## config.mk

```make
export PLATFORM = sky130hd
export DESIGN_NAME = hbus_seq
export DESIGN_NICKNAME = d
export VERILOG_FILES = /design/src/rtl/hbus_pkg.sv /design/src/rtl/hbus_rdy_pipe.sv /design/src/rtl/hbus_wait_cnt.sv /design/src/rtl/hbus_strobe.sv /design/src/rtl/hbus_seq.sv
export SDC_FILE = /design/constraint.sdc
export NUM_CORES = 1
export LEC_CHECK = 0
export BUFFER_PORTS_ARGS = -buffer_cell sky130_fd_sc_hd__buf_2
export CAP_MARGIN = 5
export CORE_MARGIN = 2
export CORE_UTILIZATION = 42
export CTS_BUF_LIST = sky130_fd_sc_hd__clkbuf_16
export DETAILED_ROUTE_END_ITERATION = 6
export PLACE_DENSITY = 0.86
export SLEW_MARGIN = 20
export SYNTH_ARGS = -nofsm -noshare
export SYNTH_HDL_FRONTEND = slang
export SYNTH_SLANG_ARGS = --single-unit
```

## constraint.sdc

```tcl
create_clock -name clk_i -period 1.7 [get_ports clk_i]
set_input_delay 0.34 -clock clk_i [delete_from_list [all_inputs] [get_ports clk_i]]
set_output_delay 0.34 -clock clk_i [all_outputs]
set_load 0.1 [all_outputs]
```

## src/rtl/hbus_pkg.sv

```systemverilog
package hbus_pkg;
  typedef enum logic [1:0] {
    S_IDLE = 2'd0,
    S_ADDR = 2'd1,
    S_DATA = 2'd2,
    S_DONE = 2'd3
  } hbus_state_e;
endpackage

```

## src/rtl/hbus_rdy_pipe.sv

```systemverilog
module hbus_rdy_pipe #(
  parameter int DEPTH = 3,
  localparam int DLY_W = $clog2(DEPTH + 1)
) (
  input  logic             clk_i,
  input  logic             rst_ni,
  input  logic             rdy_i,
  input  logic             en_i,
  input  logic             inv_i,
  input  logic [DLY_W-1:0] dly_i,
  output logic             stall_o
);
  logic [DEPTH-1:0] nr_q;
  logic [DLY_W-1:0] idx;

  // nr_q[k] = not-ready sampled k+1 edges ago
  generate
    if (DEPTH == 1) begin : g_one
      always_ff @(posedge clk_i or negedge rst_ni)
        if (!rst_ni) nr_q <= '0;
        else         nr_q <= ~(rdy_i ^ inv_i);
    end else begin : g_many
      always_ff @(posedge clk_i or negedge rst_ni)
        if (!rst_ni) nr_q <= '0;
        else         nr_q <= {nr_q[DEPTH-2:0], ~(rdy_i ^ inv_i)};
    end
  endgenerate

  always_comb begin
    if (dly_i == '0)                   idx = '0;
    else if (int'(dly_i) > DEPTH)      idx = DLY_W'(DEPTH - 1);
    else                               idx = dly_i - DLY_W'(1);
  end

  assign stall_o = en_i & nr_q[idx];
endmodule

```

## src/rtl/hbus_wait_cnt.sv

```systemverilog
module hbus_wait_cnt #(
  parameter int W = 3
) (
  input  logic         clk_i,
  input  logic         rst_ni,
  input  logic         load_i,
  input  logic [W-1:0] val_i,
  input  logic         dec_i,
  output logic [W-1:0] cnt_o,
  output logic         zero_o
);
  always_ff @(posedge clk_i or negedge rst_ni) begin
    if (!rst_ni)     cnt_o <= '0;
    else if (load_i) cnt_o <= val_i;
    else if (dec_i)  cnt_o <= cnt_o - W'(1);
  end

  assign zero_o = (cnt_o == '0);
endmodule

```

## src/rtl/hbus_strobe.sv

```systemverilog
module hbus_strobe (
  input  logic in_addr_i,
  input  logic in_data_i,
  input  logic we_i,
  input  logic mux_i,
  input  logic rd_hi_i,
  input  logic wr_hi_i,
  input  logic ale_hi_i,
  output logic ale_cs_o,
  output logic rd_o,
  output logic wr_o
);
  logic rd_act, wr_act, ale_act, cs_act;

  assign rd_act  = in_data_i & ~we_i;
  assign wr_act  = in_data_i & we_i;
  assign ale_act = mux_i & in_addr_i;
  assign cs_act  = ~mux_i & (in_addr_i | in_data_i);

  assign rd_o     = rd_hi_i ? rd_act : ~rd_act;
  assign wr_o     = wr_hi_i ? wr_act : ~wr_act;
  assign ale_cs_o = mux_i ? (ale_hi_i ? ale_act : ~ale_act) : ~cs_act;
endmodule

```

## src/rtl/hbus_seq.sv

```systemverilog
module hbus_seq
  import hbus_pkg::*;
#(
  parameter int ADDR_W    = 16,
  parameter int DATA_W    = 8,
  parameter int WS_W      = 2,
  parameter int RDY_DEPTH = 3,
  localparam int DLY_W    = $clog2(RDY_DEPTH + 1),
  localparam int CNT_W    = WS_W + 1
) (
  input  logic              clk_i,
  input  logic              rst_ni,
  input  logic              req_i,
  input  logic              req_we_i,
  input  logic [ADDR_W-1:0] req_addr_i,
  input  logic [DATA_W-1:0] req_wdata_i,
  output logic              done_o,
  output logic [DATA_W-1:0] rdata_o,
  input  logic              cfg_mux_i,
  input  logic              cfg_rd_hi_i,
  input  logic              cfg_wr_hi_i,
  input  logic              cfg_ale_hi_i,
  input  logic [WS_W-1:0]   cfg_rd_ws_i,
  input  logic [WS_W-1:0]   cfg_wr_ws_i,
  input  logic              cfg_rd_trim_i,
  input  logic              cfg_wr_trim_i,
  input  logic              cfg_rdy_en_i,
  input  logic              cfg_rdy_inv_i,
  input  logic [DLY_W-1:0]  cfg_rdy_dly_i,
  input  logic              rdy_i,
  output logic              ale_cs_o,
  output logic              rd_o,
  output logic              wr_o,
  output logic [ADDR_W-1:0] addr_o,
  output logic [DATA_W-1:0] ad_o,
  output logic              ad_oe_o,
  input  logic [DATA_W-1:0] ad_i
);
  localparam int AD_LO = (ADDR_W < DATA_W) ? ADDR_W : DATA_W;

  hbus_state_e       state_q, state_d;
  logic              we_q;
  logic [ADDR_W-1:0] addr_q;
  logic [DATA_W-1:0] wdata_q, rdata_q;
  logic              stall;
  logic [CNT_W-1:0]  cnt, load_val;
  logic              cnt_zero, cnt_load, cnt_dec;
  logic              in_addr, in_data, last_data;

  hbus_rdy_pipe #(.DEPTH(RDY_DEPTH)) u_rdy (
    .clk_i  (clk_i),
    .rst_ni (rst_ni),
    .rdy_i  (rdy_i),
    .en_i   (cfg_rdy_en_i),
    .inv_i  (cfg_rdy_inv_i),
    .dly_i  (cfg_rdy_dly_i),
    .stall_o(stall)
  );

  // data clocks = 2 + ws - trim, counter runs that minus one down to zero
  assign load_val = we_q ? (CNT_W'(cfg_wr_ws_i) + CNT_W'(1) - CNT_W'(cfg_wr_trim_i))
                         : (CNT_W'(cfg_rd_ws_i) + CNT_W'(1) - CNT_W'(cfg_rd_trim_i));
  assign in_addr   = (state_q == S_ADDR);
  assign in_data   = (state_q == S_DATA);
  assign cnt_load  = in_addr & ~stall;
  assign cnt_dec   = in_data & ~stall & ~cnt_zero;
  assign last_data = in_data & ~stall & cnt_zero;

  hbus_wait_cnt #(.W(CNT_W)) u_cnt (
    .clk_i (clk_i),
    .rst_ni(rst_ni),
    .load_i(cnt_load),
    .val_i (load_val),
    .dec_i (cnt_dec),
    .cnt_o (cnt),
    .zero_o(cnt_zero)
  );

  always_comb begin
    state_d = state_q;
    unique case (state_q)
      S_IDLE: if (req_i)     state_d = S_ADDR;
      S_ADDR: if (!stall)    state_d = S_DATA;
      S_DATA: if (last_data) state_d = S_DONE;
      S_DONE:                state_d = S_IDLE;
      default:               state_d = S_IDLE;
    endcase
  end

  always_ff @(posedge clk_i or negedge rst_ni) begin
    if (!rst_ni) begin
      state_q <= S_IDLE;
      we_q    <= 1'b0;
      addr_q  <= '0;
      wdata_q <= '0;
      rdata_q <= '0;
    end else begin
      state_q <= state_d;
      if (state_q == S_IDLE && req_i) begin
        we_q    <= req_we_i;
        addr_q  <= req_addr_i;
        wdata_q <= req_wdata_i;
      end
      if (last_data && !we_q) rdata_q <= ad_i;
    end
  end

  hbus_strobe u_strb (
    .in_addr_i(in_addr),
    .in_data_i(in_data),
    .we_i     (we_q),
    .mux_i    (cfg_mux_i),
    .rd_hi_i  (cfg_rd_hi_i),
    .wr_hi_i  (cfg_wr_hi_i),
    .ale_hi_i (cfg_ale_hi_i),
    .ale_cs_o (ale_cs_o),
    .rd_o     (rd_o),
    .wr_o     (wr_o)
  );

  // shared bus: address low bits in the address clock when multiplexed
  always_comb begin
    ad_o    = wdata_q;
    ad_oe_o = we_q & (in_data | (in_addr & ~cfg_mux_i));
    if (cfg_mux_i && in_addr) begin
      ad_o            = '0;
      ad_o[AD_LO-1:0] = addr_q[AD_LO-1:0];
      ad_oe_o         = 1'b1;
    end
  end

  assign addr_o  = addr_q;
  assign rdata_o = rdata_q;
  assign done_o  = (state_q == S_DONE);
endmodule

```

==> qor.yml, run 1 <==
sta:
  fmax_ghz: 0.516
  period_share: 1.14
  setup_viol: 22
  relSlewSlack: 0.653
  finClkSkew_ns: 0.00544
  worst_pin_slew_ns: 0.521
  setup_tns_ns: -3.47
  hold_viol: 0
  rsz0062_at_grt: "true"
  drv_slew: 0
  period_minus_slack_ns: 1.94
  fin_ws_ns: -0.238
placed_design:
  place_area_um2: 2850
  dpl.hpwl_mm: 3.44
  gp_congestion: 0.875
  io_buffers: 87
yosys:
  postSynthCellCount: 146
  synth_cell_types: 30
  ys_warn_count: 0
  synth_top_area_cell: "dfrtp_1"
  synth-edff-count: 0
  synth_nets: 207
  synth_top_area_frac: 0.520
  syn-cell-area_um2: 1970
  ys.flop_type: "dfrtp_1"
  avgSynthCellArea_um2: 13.5
  synthArstFlopShare: 1.00
  ys_seq_elements: 41
  seq_area_frac_synth: 0.520
  ys_top_cells_by_count: "mux2_2, dfrtp_1, ha_1"
  synth_most_common_cell: "mux2_2"
  ys_top_cells_by_area: "dfrtp_1, mux2_2, ha_1"
critical_path:
  crit_fanout: 3
  r2r-end: "state_q[1]$_DFFE_PN0P_"
  path_class: "reg -> out"
  startpoint: "state_q[0]$_DFFE_PN0P_"
  end_kind: "primary output"
  critPathArrivalTime_ns: 1.60
  reg2reg_slack_ns: -0.11
  required_ns: 1.36
  r2r_start: "state_q[1]$_DFFE_PN0P_"
  startpoint_type: "register"
  r2r_cells: 6
die:
  initial_core_util: 0.444
  core_area_um2: 4440
  fp.dieH_um: 72.6
  die_w_um: 72.6
  io_pins: 88
  dieArea_um2: 5270
  rows: 24
routing:
  routed_wl_mm: 4.66
  viasPerCell: 5.01
  vias: 1529
  dr.pass1.iters: 4
  drcViolationCount: 0
  wl_per_cell_um: 15.3
  ant_nets: 0
  drtIter0Drc: 123
grt:
  antenna_found_initial: 0
  grt_pass1_wl_mm: 7.55
  grt_max_degree: 42
  grtUsageTotal: 0.187
  grt_overflow: 0
  grt_pass1_vias: 1661
worst_hold_path:
  hold_class: "in -> async"
clock_network:
  clk_pin_slew_ns: 0.06
  clock_path_buffers: 2
  insertion_delay_ns: 0.28
  cts_htree_levels: 2
  postCtsHoldBufs: 0
  root_buffer: "clkbuf_16"
  cts_tree: "done"
  cts_num_sinks: 41
  numCtsBuffers: 5
cells_and_area:
  fin_nets: 313
  syn_to_final_growth_pct: 57.4
  final_cell_area_um2: 3110
  final_layout_size_suffix_gt1_frac: 0.708
  insertedDiodeCount: 0
status:
  outcome: "finished with violations"
  violations: "negative setup slack"
run:
  cap_violations: 0
[through the flow]
| stage | hold slack [ns] | setup slack, ns | utilization | instances |
|---|---|---|---|---|
| after floorplan | 0.0444 | -0.0546 | - | 146 |
| final | 0.118 | -0.238 | 0.699 | 305 |
| after detailed placement | 0.372 | -0.0719 | 0.642 | 291 |
| after global placement | 0.362 | -0.0106 | 0.642 | 291 |
| after global routing | 0.185 | -0.326 | 0.699 | 305 |
| after CTS | 0.141 | -0.236 | 0.691 | 302 |
[worst max-delay path by stage]
stage	depth (start not counted)	endpoint	slack, ns
after detailed placement	5	state_q[1]$_DFFE_PN0P_	-0.07
after floorplan	6	state_q[1]$_DFFE_PN0P_	-0.05
after global routing	6	rd_o	-0.33
final	6	rd_o	-0.24
after CTS	5	ad_o[4]	-0.24
after global placement	5	state_q[1]$_DFFE_PN0P_	-0.01
[cell type report]
| class | count | area, µm² |
|---|---|---|
| Fill cell | 315 | 1340 |
| Multi-Input combinational cell | 94 | 1060 |
| Sequential cell | 41 | 1040 |
| Timing Repair Buffer | 103 | 778 |
| Clock buffer | 5 | 125 |
| Tap cell | 52 | 65.1 |
| Inverter | 7 | 26.3 |
| Clock inverter | 3 | 17.5 |
[metal layers]
| metal | vias to the layer above | share of wire | GRT usage |
|---|---|---|---|
| met5 | - | 0 | 0 |
| met4 | 0 | 0.025 | 0.0700 |
| met3 | 11 | 0.038 | 0.0375 |
| met1 | 739 | 0.37 | 0.214 |
| li1 | 727 | - | - |
| met2 | 52 | 0.56 | 0.341 |
[flip-flops by register name, indices dropped and copies added, names as in the netlist]
name,cells
u_rdy.nr_q,3
rdata_o,8
state_q,2
addr_o,16
we_q,1
wdata_q,8
u_cnt.cnt_o,3
[worst max-delay path, cell delays in order (launching register included)]
cell and delay, ns:
dfrtp_2 0.44, inv_2 0.07, ha_2 0.21, nor2b_4 0.16
buf_6 0.12, xnor2_4 0.11, buf_12 0.19
[logic make-up (layout without fill, tap and decap cells)]
family                     Yosys count  in the layout  synth area share
AOI/OAI and AO/OA                   13             13            0.0469
xor gates and xnor gates             4              4            0.0177
adders and majority gates           10             10            0.0634
buffers and inverters               11            118            0.0222
DFF                                 41             41             0.520
muxes                               46             46             0.263
and+or+nand+nor                     21             21            0.0672
[placed cells by master (no fill, tap or decap), types with 3 or more instances in the layout]
| cell type | count |
|---|---|
| buf_12 | 14 |
| mux2_4 | 10 |
| dfrtp_1 | 32 |
| clkbuf_16 | 5 |
| buf_6 | 4 |
| dfrtp_2 | 9 |
| ha_1 | 7 |
| nand3b_1 | 3 |
| inv_1 | 5 |
| buf_4 | 11 |
| mux2_2 | 34 |
| buf_2 | 74 |
| nand2_1 | 3 |
[timing repair]
item / 4_1_cts / 5_1_grt
pin swaps: 3 / 4
resized for setup: 9 / 5
buffers inserted: 3 / 3
setup endpoints to repair: 13 / 21
hold endpoints to repair: 0 / 0
Power of run 1 is left out: the tool's default activity adds up to more than one toggle a clock period on the data nets, which glitch-free logic cannot reach.
==> inputs of run 2 (changes only) <==
- SYNTH_HIERARCHICAL: unset -> 1
==> qor.yml, run 2 <==
die:
  io_pins: 88
  initial_core_util: 0.444
  core_area_um2: 4410
  die_w_um: 72.3
  dieArea_um2: 5230
  fp.dieH_um: 72.3
  rows: 24
placed_design:
  dpl.hpwl_mm: 3.28
  place_area_um2: 2840
  gp_congestion: 0.762
  dp_slack_ns: -0.0323
  io_buffers: 87
cells_and_area:
  final_layout_size_suffix_gt1_frac: 0.702
  fin_nets: 307
  final_cell_area_um2: 3110
  final_util: 0.704
  final_cell_mix: "buf_2, dfrtp_1, mux2_2"
  final_common_cell: "buf_2"
  largest_reg_flops: 16
  syn_to_final_growth_pct: 58.6
  insertedDiodeCount: 0
grt:
  grt_max_degree: 26
  grtUsageTotal: 0.170
  grt_pass1_vias: 1541
  grt_overflow: 0
  antenna_found_initial: 0
  grt_pass1_wl_mm: 6.91
yosys:
  synth-xor-area-share: 0.0179
  synth_compound_area_frac: 0.0332
  yosys.area_share.simple: 0.0504
  seq_area_frac_synth: 0.524
  ys_top_cells_by_count: "dfrtp_1, mux2_2, ha_1"
  synthMuxAreaShare: 0.287
  ys_warn_count: 6
  synth_most_common_cell: "dfrtp_1"
  synth_top_area_cell: "dfrtp_1"
  avgSynthCellArea_um2: 14.0
  synth_top_area_frac: 0.524
  synth-edff-count: 0
  ys.flop_type: "dfrtp_1"
  syn-cell-area_um2: 1960
  ys_seq_elements: 41
  synth_nets: 201
  synthArstFlopShare: 1.00
  ys_top_cells_by_area: "dfrtp_1, mux2_2, mux2_4"
  synth_top_family_by_area: "multiplexers"
  postSynthCellCount: 140
  synth_cell_types: 26
  synthAdderAreaFrac: 0.0639
clock_network:
  clk_pin_slew_ns: 0.05
  clock_path_buffers: 2
  postCtsHoldBufs: 0
  cts_htree_levels: 2
  cts_num_sinks: 41
  insertion_delay_ns: 0.27
  numCtsBuffers: 5
  root_buffer: "clkbuf_16"
  cts_tree: "done"
routing:
  drcViolationCount: 0
  routed_wl_mm: 4.44
  dr.pass1.iters: 4
  vias: 1456
  ant_nets: 0
  wl_per_cell_um: 14.9
  drtIter0Drc: 63
  viasPerCell: 4.90
sta:
  rsz0062_at_grt: "true"
  setup_viol: 21
  worst_pin_slew_ns: 0.502
  period_minus_slack_ns: 1.95
  period_share: 1.15
  fin_ws_ns: -0.251
  hold_viol: 0
  relSlewSlack: 0.665
  finClkSkew_ns: 0.00204
  fmax_ghz: 0.513
  drv_slew: 0
status:
  outcome: "finished with violations"
  violations: "negative setup slack"
critical_path:
  critPathArrivalTime_ns: 1.61
  crit_fanout: 4
  path_class: "reg -> out"
  startpoint_type: "register"
  end_kind: "primary output"
  required_ns: 1.36
worst_hold_path:
  hold_class: "in -> async"
run:
  cap_violations: 0
==> run 2: critical path, stage by stage (launching register included) <==
cell	delay, ns
dfrtp_1	0.42
buf_6	0.14
ha_4	0.16
mux2_4	0.28
o21ai_4	0.15
buf_12	0.19
==> run 2: worst paths after layout <==
check                                        start                       to  slack (ns)  cells after the start
max                         state_q[1]$_DFFE_PN0P_                 ale_cs_o       -0.25                      5
min                                         rst_ni   rdata_o[3]$_DFFE_PN0P_        0.01                      1
min in group clk_i                           rdy_i  u_rdy/nr_q[0]$_DFF_PN0_        0.26                      2
max in group asynchronous                   rst_ni  u_rdy/nr_q[0]$_DFF_PN0_        1.22                      2
max reg2reg                 state_q[1]$_DFFE_PN0P_   state_q[1]$_DFFE_PN0P_       -0.10                      7
min reg2reg                u_rdy/nr_q[1]$_DFF_PN0_  u_rdy/nr_q[2]$_DFF_PN0_        0.39                      0
==> run 2: cell families after synthesis <==
kind of cell	after synthesis
AND/OR/NAND/NOR	18
XOR/XNOR	4
adder cells (fa/ha/maj)	10
AO/OA/AOI/OAI	10
buffers and inverters	10
multiplexers	47
flip-flops	41
==> run 2: final cells by class <==
cell class              instances  area [µm²]
clock buffers                   5         125
inverters                       7        26.3
well taps                      52        65.1
clock inverters                 1        5.00
repair buffers                101         781
multi-input cells              90        1080
fillers                       297        1310
flip-flops and latches         41        1030
==> run 2: what timing repair did <==
action | 4_1_cts | 5_1_grt
pin swaps | 4 | 3
cloned | 0 | 1
setup buffers | 4 | 3
gates resized for setup | 10 | 8
setup endpoints to repair | 12 | 23
==> run 2: routing by layer <==
| layer | global-route usage | vias up | share of wire |
|---|---|---|---|
| met5 | 0 | - | 0 |
| met3 | 0.0500 | 2 | 0.062 |
| met4 | 0.0335 | 0 | 0.0032 |
| li1 | - | 695 | - |
| met1 | 0.197 | 717 | 0.39 |
| met2 | 0.310 | 42 | 0.55 |
==> run 2: per-stage QoR <==
stage | setup TNS [ns] | cells | hold slack (ns)
after CTS | -2.67 | 294 | 0.0242
after floorplan | -0.533 | 140 | 0.0444
after global placement | 0 | 284 | 0.305
final | -3.16 | 297 | 0.0117
after detailed placement | -0.173 | 284 | 0.310
after global routing | -3.64 | 297 | 0.0406
Power of run 2 is left out for the same reason.
==> inputs of run 3 (changes only) <==
- PLACE_DENSITY: 0.86 -> 0.75
- SYNTH_HIERARCHICAL: 1 -> unset
==> qor.yml, run 3 (same netlist as run 1, synthesis figures left out) <==
worst_hold_path:
  hold_class: "in -> async"
sta:
  worst_hold_slack_ns: 0.0102
  hold_viol: 0
  setup_tns_ns: -2.67
  finClkSkew_ns: 0.00197
  period_share: 1.14
  fmax_ghz: 0.517
  drv_slew: 0
  period_minus_slack_ns: 1.94
  worst_pin_slew_ns: 0.495
  setup_viol: 13
  relSlewSlack: 0.672
  fin_ws_ns: -0.236
  rsz0062_at_grt: "true"
grt:
  grtUsageTotal: 0.186
  grt_overflow: 0
  grt_pass1_vias: 1675
  grt_pass1_wl_mm: 7.49
  grt_max_degree: 26
  antenna_found_initial: 0
clock_network:
  insertion_delay_ns: 0.28
  cts_tree: "done"
  numCtsBuffers: 5
  clk_pin_slew_ns: 0.06
  root_buffer: "clkbuf_16"
  postCtsHoldBufs: 0
  cts_htree_levels: 2
  cts_num_sinks: 41
  clock_path_buffers: 2
cells_and_area:
  final_layout_size_suffix_gt1_frac: 0.718
  regArea_um2: 1040
  fillers: 323
  final_util: 0.706
  multiInputGateArea_um2: 1060
  insertedDiodeCount: 0
  largest_reg_flops: 16
  fin_nets: 315
  syn_to_final_growth_pct: 58.8
  final_cell_mix: "buf_2, mux2_2, dfrtp_1"
  final_common_cell: "buf_2"
critical_path:
  path_class: "reg -> out"
  r2r-end: "state_q[1]$_DFFE_PN0P_"
  reg2reg_slack_ns: -0.16
  end_kind: "primary output"
  r2r_cells: 6
  startpoint_type: "register"
  r2r_start: "state_q[1]$_DFFE_PN0P_"
  crit_fanout: 9
  critPathArrivalTime_ns: 1.60
  required_ns: 1.36
routing:
  viasPerCell: 5.06
  routed_wl_mm: 4.61
  drtIter0Drc: 36
  ant_nets: 0
  drcViolationCount: 0
  wl_per_cell_um: 15.0
  vias: 1552
  dr.pass1.iters: 4
run:
  cap_violations: 0
placed_design:
  io_buffers: 87
  dpl.hpwl_mm: 3.49
  gp_congestion: 0.709
die:
  initial_core_util: 0.444
  core_area_um2: 4440
  die_w_um: 72.6
  io_pins: 88
  fp.dieH_um: 72.6
  dieArea_um2: 5270
  rows: 24
status:
  violations: "negative setup slack"
  outcome: "finished with violations"
==> run 3: per-stage QoR <==
stage,setup WS [ns],instances,cell area [µm²]
CTS,-0.213,306,3110
detailed placement,-0.0833,293,2880
global placement,-0.0193,293,2880
finish,-0.236,307,3140
global route,-0.297,307,3140
floorplan,-0.0546,146,2100
==> run 3: routing by layer <==
layer	track usage	wire, µm	up-vias
met4	0.0741	70	0
met1	0.223	1800	756
li1	-	-	733
met3	0.0375	257	7
met2	0.325	2480	56
met5	0	0	-
==> run 3: cell type report <==
cell class	instances	area share
Tap cell	52	0.0208
Timing Repair Buffer	105	0.256
Clock inverter	3	0.00559
Inverter	7	0.00838
Clock buffer	5	0.0399
Multi-Input combinational cell	94	0.339
Sequential cell	41	0.331
==> run 3: worst max-delay path, cell delays in order, from the launching register on <==
cell and delay, ns:
dfrtp_1 0.43, inv_2 0.10, ha_4 0.18, nand2_8 0.10
mux2_4 0.34, buf_12 0.17
==> run 3: how the worst max path moves through the flow <==
stage | from | end | cells past startpoint
floorplan | state_q[1]$_DFFE_PN0P_ | state_q[1]$_DFFE_PN0P_ | 6
global placement | state_q[1]$_DFFE_PN0P_ | ad_o[6] | 5
detailed placement | state_q[1]$_DFFE_PN0P_ | ad_o[7] | 5
CTS | state_q[1]$_DFFE_PN0P_ | ad_o[7] | 5
global route | state_q[1]$_DFFE_PN0P_ | ale_cs_o | 7
finish | state_q[1]$_DFFE_PN0P_ | ad_o[1] | 5
==> run 3: repair_timing <==
| action | CTS | global route |
|---|---|---|
| endpoints found under the setup margin | 13 | 22 |
| setup buffers | 5 | 1 |
| gates resized for setup | 9 | 5 |
| pin swaps | 6 | 0 |
Power of run 3 is left out for the same reason.
